<file path="src/rtl/clkdiv_pkg.sv">
package clkdiv_pkg;
  typedef enum logic [1:0] {
    WR_IDLE,
    WR_STAGE,
    WR_APPLY
  } wr_kind_e;
endpackage

</file>
<file path="src/rtl/clkdiv_regs.sv">
module clkdiv_regs
  import clkdiv_pkg::*;
#(
  parameter int REG_W    = 32,
  parameter int DIV_LSB  = 0,
  parameter int DIV_W    = 8,
  parameter int BUSY_POS = 28,
  parameter int EN_POS   = 31
) (
  input  logic             clk_i,
  input  logic             rst_ni,
  input  logic             we_i,
  input  logic [REG_W-1:0] wdata_i,
  input  logic             period_end_i,
  output logic             en_o,
  output logic [DIV_W-1:0] active_o,
  output logic [DIV_W-1:0] raw_o,
  output logic             busy_o,
  output logic             load_now_o
);
  localparam logic [DIV_W-1:0] ONE = DIV_W'(1);

  logic [DIV_W-1:0] wr_div, wr_ratio;
  logic             wr_en;
  wr_kind_e         kind;

  logic             en_q, busy_q;
  logic [DIV_W-1:0] active_q, pend_q, raw_q;

  logic unused_wbits;
  assign unused_wbits = ^wdata_i;

  assign wr_div   = wdata_i[DIV_LSB +: DIV_W];
  assign wr_en    = wdata_i[EN_POS];
  assign wr_ratio = (wr_div == '0) ? ONE : wr_div;

  always_comb begin
    kind = WR_IDLE;
    if (we_i) kind = (en_q && wr_en) ? WR_STAGE : WR_APPLY;
  end

  always_ff @(posedge clk_i or negedge rst_ni) begin
    if (!rst_ni) begin
      en_q     <= 1'b0;
      busy_q   <= 1'b0;
      active_q <= ONE;
      pend_q   <= ONE;
      raw_q    <= '0;
    end else begin
      unique case (kind)
        WR_STAGE: begin
          raw_q  <= wr_div;
          pend_q <= wr_ratio;
          busy_q <= 1'b1;
        end
        WR_APPLY: begin
          raw_q    <= wr_div;
          en_q     <= wr_en;
          active_q <= wr_ratio;
          pend_q   <= wr_ratio;
          busy_q   <= 1'b0;
        end
        default: begin
          if (period_end_i && busy_q) begin
            active_q <= pend_q;
            busy_q   <= 1'b0;
          end
        end
      endcase
    end
  end

  assign en_o       = en_q;
  assign active_o   = active_q;
  assign raw_o      = raw_q;
  assign busy_o     = busy_q;
  assign load_now_o = (kind == WR_APPLY);

  assert_busy_needs_run_R6: assert property (@(posedge clk_i) disable iff (!rst_ni)
    busy_q |-> en_q);
  assert_busy_rise_running_R4: assert property (@(posedge clk_i) disable iff (!rst_ni)
    $rose(busy_q) |-> $past(en_q));
  assert_ratio_nonzero_R3: assert property (@(posedge clk_i) disable iff (!rst_ni)
    active_q != '0);
  assert_rewrite_keeps_busy_R8: assert property (@(posedge clk_i) disable iff (!rst_ni)
    (busy_q && we_i && wr_en) |=> busy_q);
endmodule

</file>
<file path="src/rtl/clkdiv_counter.sv">
module clkdiv_counter #(
  parameter int DIV_W = 8
) (
  input  logic             clk_i,
  input  logic             rst_ni,
  input  logic             en_i,
  input  logic             restart_i,
  input  logic [DIV_W-1:0] ratio_i,
  output logic             period_end_o
);
  logic [DIV_W-1:0] cnt_q;
  logic             last;

  assign last         = (cnt_q == ratio_i - DIV_W'(1));
  assign period_end_o = en_i && last;

  always_ff @(posedge clk_i or negedge rst_ni) begin
    if (!rst_ni)                 cnt_q <= '0;
    else if (!en_i || restart_i) cnt_q <= '0;
    else if (last)               cnt_q <= '0;
    else                         cnt_q <= cnt_q + DIV_W'(1);
  end

  assert_cnt_in_range_R2: assert property (@(posedge clk_i) disable iff (!rst_ni)
    en_i |-> (cnt_q < ratio_i));
  assert_idle_cnt_cleared_R9: assert property (@(posedge clk_i) disable iff (!rst_ni)
    !en_i |=> (cnt_q == '0));
endmodule

</file>
<file path="src/rtl/clkdiv_busy.sv">
module clkdiv_busy #(
  parameter int REG_W    = 32,
  parameter int DIV_LSB  = 0,
  parameter int DIV_W    = 8,
  parameter int BUSY_POS = 28,
  parameter int EN_POS   = 31
) (
  input  logic             clk_i,
  input  logic             rst_ni,
  input  logic             reg_we_i,
  input  logic [REG_W-1:0] reg_wdata_i,
  output logic [REG_W-1:0] reg_rdata_o,
  output logic             clk_en_o
);
  logic             en, busy, load_now, period_end;
  logic [DIV_W-1:0] active, raw;

  clkdiv_regs #(
    .REG_W(REG_W), .DIV_LSB(DIV_LSB), .DIV_W(DIV_W),
    .BUSY_POS(BUSY_POS), .EN_POS(EN_POS)
  ) u_regs (
    .clk_i        (clk_i),
    .rst_ni       (rst_ni),
    .we_i         (reg_we_i),
    .wdata_i      (reg_wdata_i),
    .period_end_i (period_end),
    .en_o         (en),
    .active_o     (active),
    .raw_o        (raw),
    .busy_o       (busy),
    .load_now_o   (load_now)
  );

  clkdiv_counter #(.DIV_W(DIV_W)) u_cnt (
    .clk_i        (clk_i),
    .rst_ni       (rst_ni),
    .en_i         (en),
    .restart_i    (load_now),
    .ratio_i      (active),
    .period_end_o (period_end)
  );

  always_comb begin
    reg_rdata_o                     = '0;
    reg_rdata_o[DIV_LSB +: DIV_W]   = raw;
    reg_rdata_o[BUSY_POS]           = busy;
    reg_rdata_o[EN_POS]             = en;
  end

  assign clk_en_o = period_end;

  // Staged ratio lands at the boundary and the flag drops with it.
  assert_busy_clears_at_end_R5: assert property (@(posedge clk_i) disable iff (!rst_ni)
    (busy && period_end && !reg_we_i) |=> !busy);
  assert_ratio_holds_mid_period_R4: assert property (@(posedge clk_i) disable iff (!rst_ni)
    (en && !period_end && !(reg_we_i && !reg_wdata_i[EN_POS])) |=> $stable(active));
  assert_idle_write_no_busy_R7: assert property (@(posedge clk_i) disable iff (!rst_ni)
    (reg_we_i && !en) |=> !busy);
  assert_stopped_silent_R9: assert property (@(posedge clk_i) disable iff (!rst_ni)
    !en |-> !clk_en_o);
endmodule

</file>
<file path="config.mk">
export PLATFORM = sky130hd
export DESIGN_NAME = clkdiv_busy
export DESIGN_NICKNAME = d
export VERILOG_FILES = /design/src/rtl/clkdiv_pkg.sv /design/src/rtl/clkdiv_regs.sv /design/src/rtl/clkdiv_counter.sv /design/src/rtl/clkdiv_busy.sv
export SDC_FILE = /design/constraint.sdc
export NUM_CORES = 1
export LEC_CHECK = 0
export BUFFER_PORTS_ARGS = -buffer_cell sky130_fd_sc_hd__buf_4
export CORE_MARGIN = 3
export CORE_UTILIZATION = 35
export DETAILED_ROUTE_END_ITERATION = 7
export HOLD_SLACK_MARGIN = 0.12
export PLACE_DENSITY = 0.65
export SETUP_SLACK_MARGIN = 0.5
export SLEW_MARGIN = 40
export SYNTH_ARGS = -nofsm -noshare
export SYNTH_HDL_FRONTEND = slang
export SYNTH_HIERARCHICAL = 1
export SYNTH_SLANG_ARGS = --single-unit
export TNS_END_PERCENT = 1
</file>
<file path="constraint.sdc">
create_clock -name clk_i -period 7.3 [get_ports clk_i]
set_input_delay 0.73 -clock clk_i [delete_from_list [all_inputs] [get_ports clk_i]]
set_output_delay 0.73 -clock clk_i [all_outputs]
set_load 0.02 [all_outputs]
</file>
# Word-level counts from Yosys, hierarchy flattened
# Index checks and enable logic that the tools add are counted.
# op_classes
add_sub_neg	2
eq_ne	3
n_mux	9
bitwise_logic	1
reduce_logical	10
# op_table
operator	n
$mux W8	4
$pmux W8 S2	1
$add A8 B1 Y8 const B	1
$eq A8 B8 Y1	1
$logic_not A8 Y1	1
$sub A8 B1 Y8 const B	1
$mux W2	2
$logic_and A1 B1 Y1	3
$reduce_bool A3 Y1	1
$eq A2 B1 Y1 const B	1
$eq A2 B2 Y1 const B	1
$pmux W1 S2	1
$reduce_and A2 Y1	1
$reduce_bool A2 Y1	1
$reduce_or A2 Y1	1
$logic_not A1 Y1	1
$logic_or A1 B1 Y1	1
$mux W1	1
$not A1 Y1	1
# totals
ff_bits	34
input_bits	35
output_inout_bits	33
wordCells	31

# Logic depth before layout (Yosys ltp)
# depth
ltp_word	6
depth_mapped	11
depth_no_buf	10

# By module
# Netlist, hierarchy kept.
# by_module_without_submodules
module	instances	cells_per_inst	area_per_inst_um2	seq_area_each_um2
clkdiv_regs	1	98	1117.3	653.1
clkdiv_counter	1	78	699.4	200.2
clkdiv_busy	1	25	183.9	0.0

# Least setup slack after synthesis
# OpenSTA, ideal clock, no wires.
# synth_timing
path_kind	flip-flop to flip-flop
start	register u_regs.active_q[0] (netlist: u_regs/active_o[0])
end	register u_regs.active_q[1] (netlist: u_regs/active_o[1])
setup_ns	0.125
arrival_time_ns	3.240
required_time_ns	7.175
slack_ns	3.936
path_stages_with_launch	12
path_buffers	1
synth_period_minus_slack_ns	3.364
path_cell_list	dfstp_2 > inv_1 > ha_1 > or4_1 > mux2i_1 > o21ai_1 > a211o_1 > nor3_1 > nand3b_1 > nand2b_1 > buf_2 > mux2_2
# synth_via
elab_chain_cells	6
# synth_lines
element	line_no	rtl
start: declaration	clkdiv_regs.sv:28	logic [DIV_W-1:0] active_q, pend_q, raw_q;
start signal: assignment	clkdiv_regs.sv:59	active_q <= wr_ratio;
start signal: assignment	clkdiv_regs.sv:65	active_q <= pend_q;
$sub A8 B1 Y8	clkdiv_counter.sv:14	assign last = (cnt_q == ratio_i - DIV_W'(1));
$eq A8 B8 Y1	clkdiv_counter.sv:14	
$logic_and A1 B1 Y1	clkdiv_counter.sv:15	assign period_end_o = en_i && last;
net clk_en_o	clkdiv_busy.sv:13	output logic clk_en_o
$logic_and A1 B1 Y1	clkdiv_regs.sv:64	if (period_end_i && busy_q) begin
$reduce_bool A2 Y1 (no line)	--	
$reduce_and A2 Y1 (no line)	--	
# The timed path passes the listed nets, and every way through them passes these cells.
# A chain may end at the register's enable or synchronous reset.

# Worst setup path in the final report
# layout_timing
start	register u_regs.active_q[0] (netlist: u_regs/active_o[0])
end	output port clk_en_o
# layout_via
elab_chain_cells	3
# layout_lines
element	line_no
$sub A8 B1 Y8	clkdiv_counter.sv:14
$eq A8 B8 Y1	clkdiv_counter.sv:14
$logic_and A1 B1 Y1	clkdiv_counter.sv:15
end: declaration	clkdiv_busy.sv:13
# No other way between the ends.

==> results.sh <==
export IMPL_antenna_found_initial=0
export IMPL_maxCapViolCount=0
export IMPL_ys_warn_count=6
export IMPL_dpl_cell_area_sq_um=2130
export IMPL_worst_hold_path_type="input port to async pin"
export IMPL_grt_pass1_wl_mm=6.02
export IMPL_ant_nets=0
export IMPL_skew_ns=0.00645
export IMPL_outcome="completed"
export IMPL_power_switching_w=0.000153
export IMPL_netSwitchingFraction_pct=31.1
export IMPL_vias_per_cell=4.72
export IMPL_slew_headroom_pct=58.0
export IMPL_hold_viol_final=0
export IMPL_startpoint="u_regs/active_o[0]"
export IMPL_async_flop_share_pct=100
export IMPL_synth_distinct_cells=44
export IMPL_ys_seq_area_share_pct=42.7
export IMPL_firstDrtPassIters=4
export IMPL_path_cells="inv_1 > ha_1 > or4_1 > mux2i_1 > o21ai_1 > a211o_1 > nor3_1 > buf_4"
export IMPL_h_tree_depth=2
export IMPL_route_detailed_drc=0
export IMPL_multi_input_area_sq_um=931
export IMPL_cts_tree="yes"
export IMPL_crit_required_ns=6.57
export IMPL_p_per_area_nw_per_um2=221
export IMPL_postLayoutCoreUtil_pct=41.8
export IMPL_cp_max_fo=8
export IMPL_p_leak_nw=1.03
export IMPL_ys_ff_latch=34
export IMPL_rsz0062_at_grt="no"
export IMPL_coreArea_sq_um=5300
export IMPL_fmax_mhz=274
export IMPL_die_area_sq_um=6660
export IMPL_initialDrtViolationCount=119
export IMPL_final_layout_size_suffix_gt1_share_pct=21.5
export IMPL_clkTransAtPathRegs_ns=0.07
export IMPL_grt_overflow_total=0
export IMPL_cts_buffer_depth=2
export IMPL_critPathBufInv=2
export IMPL_synth_main_ff_cell="dfrtp_1"
export IMPL_grt_max_degree=35
export IMPL_pwr_share_seq_pct=46.8
export IMPL_power_total_w=0.000491
export IMPL_post_cts_setup_buffer_count=0
export IMPL_maxSlewViolCount=0
export IMPL_clkSinkCount=34
export IMPL_clock_latency_ns=0.29
export IMPL_grtUsageTotal_pct=11.6
export IMPL_path_class="flop to output port"
export IMPL_fillers=518
export IMPL_arrival_ns=2.92
export IMPL_internal_power_w=0.000339
export IMPL_finalCritPeriodShare_pct=50.0
export IMPL_initial_core_util_pct=37.7
export IMPL_wl_per_cell_um=12.1
export IMPL_fin_area_sq_um=2220
export IMPL_critPathTopFamily="simple AND/OR/NAND/NOR gates"
export IMPL_crit_path_start_kind="flop"
export IMPL_routabilityCongestion=0.877
export IMPL_syn_area_sq_um=2000
export IMPL_power_frac_clock_pct=29.1
export IMPL_final_cell_mix="dfrtp_1 (32), buf_4 (23), conb_1 (22)"
export IMPL_tns_ns=0
export IMPL_cts_resized=0
export IMPL_worst_slew_pin_slew_ns=0.630
export IMPL_synth_edf_count=0
export IMPL_seq_area_sq_um=853
export IMPL_endpoint_kind="output port"
export IMPL_antenna_cells=0
export IMPL_final_common_cell="dfrtp_1"
export IMPL_min_period_ns=3.65
export IMPL_setup_viol=0
export IMPL_hpwl_mm=2.61
export IMPL_synthCells=201
export IMPL_critPathMaxStageDelay_ns=0.59
export IMPL_synth_area_per_cell_sq_um=9.95
export IMPL_drt_wl_total_mm=3.55
export IMPL_nNetsFinal=259
export IMPL_vias=1382
export IMPL_num_io_pins=68
export IMPL_rows=26
export IMPL_cts_made_buffers=5
export IMPL_reg2reg_from="u_regs/active_o[0]"
export IMPL_die_h_um=81.6
export IMPL_syn_to_final_growth_pct=10.9
export IMPL_p_comb_share_pct=24.2
export IMPL_clock_root_buffer="clkbuf_8"
export IMPL_postCtsHoldBufs=0
export IMPL_die_w_um=81.6
export IMPL_cp_slowest_cell="dfstp_2"
export IMPL_grt_pass1_vias=1293
export IMPL_irDropWorstVdd_mv=0.175
export IMPL_port_buffers=22
## cells in the mapped netlist, types with 2 or more instances
cell type | count | area (sq um)
nand2_1 | 10 | 37.5
nor3_1 | 4 | 20.0
nor2b_1 | 3 | 18.8
nor4_1 | 9 | 56.3
mux2i_1 | 3 | 30.0
nor2_1 | 5 | 18.8
mux2_2 | 8 | 90.1
mux2_4 | 6 | 90.1
dfrtp_1 | 32 | 801
clkbuf_1 | 3 | 11.3
xor2_1 | 4 | 35.0
xnor2_1 | 10 | 87.6
a21oi_1 | 2 | 10.0
buf_2 | 2 | 10.0
and3_1 | 2 | 12.5
inv_1 | 21 | 78.8
buf_4 | 24 | 180
dfstp_2 | 2 | 52.6
ha_1 | 2 | 25.0
o21ai_0 | 17 | 85.1
a211o_1 | 3 | 26.3
nand3b_1 | 2 | 15.0
nand3_1 | 5 | 25.0
nand2b_1 | 2 | 12.5
## layer usage
| layer | wire (um) | global-route usage, % |
|---|---|---|
| met1 | 1650 | 15.2 |
| met2 | 1640 | 18.6 |
| met3 | 196 | 2.96 |
| met4 | 51 | 3.99 |
| met5 | 0 | 0 |
## final cells by class
type | count | area share, %
inverter | 22 | 3.72
clock buffer | 7 | 3.89
tap | 70 | 3.95
timing repair buffer | 23 | 7.78
clock inverter | 1 | 0.226
sequential | 34 | 38.5
multi-input combinational | 136 | 42.0
## flip-flops by register name (all words and copies together), names as in the netlist
register         flops
u_cnt/cnt_q          8
u_regs/active_o      8
u_regs/pend_q        8
u_regs/en_o          1
u_regs/busy_o        1
u_regs/raw_o         8
## power by group through the flow
stage,Sequential [W],Clock (W),Combinational (W)
finish,0.000230,0.000143,0.000119
CTS,0.000230,0.000147,0.000120
detailed placement,0.000233,0,0.000119
global route,0.000233,0.000155,0.000131
global placement,0.000232,0,0.000118
floorplan,0.000232,0,0.0000969
## cells by family (layout without fill, tap and decap cells)
logic type	Yosys count	after routing	share of synthesized area [%]
AOI/OAI and AO/OA	33	33	11.4
xor gates and xnor gates	14	14	6.13
adders and majority gates	2	2	1.25
buffers and inverters	52	53	14.8
DFF	34	34	42.7
muxes	17	17	10.5
other	1	22	0.187
and+or+nand+nor	48	48	13.1
## through the flow
| step | instances | worst slack (ns) | hold WS, ns |
|---|---|---|---|
| floorplan | 222 | 3.94 | 0.434 |
| global placement | 285 | 3.98 | 0.480 |
| detailed placement | 285 | 3.95 | 0.483 |
| CTS | 293 | 3.65 | 0.389 |
| global route | 293 | 3.49 | 0.408 |
| finish | 293 | 3.65 | 0.379 |
## final timing paths
| kind | to | slack, ns | cells after the start |
|---|---|---|---|
| worst max-delay path | clk_en_o | 3.65 | 8 |
| worst min-delay path | u_regs/raw_o[4] | 0.38 | 1 |
| min in group clk_i | u_regs/pend_q[0] | 0.50 | 2 |
| worst max register to register | u_regs/active_o[4] | 3.93 | 10 |
| max in group asynchronous | u_regs/active_o[0] | 6.58 | 1 |
| worst min register to register | u_regs/pend_q[0] | 0.50 | 2 |
(Power assumes the default switching activity.)
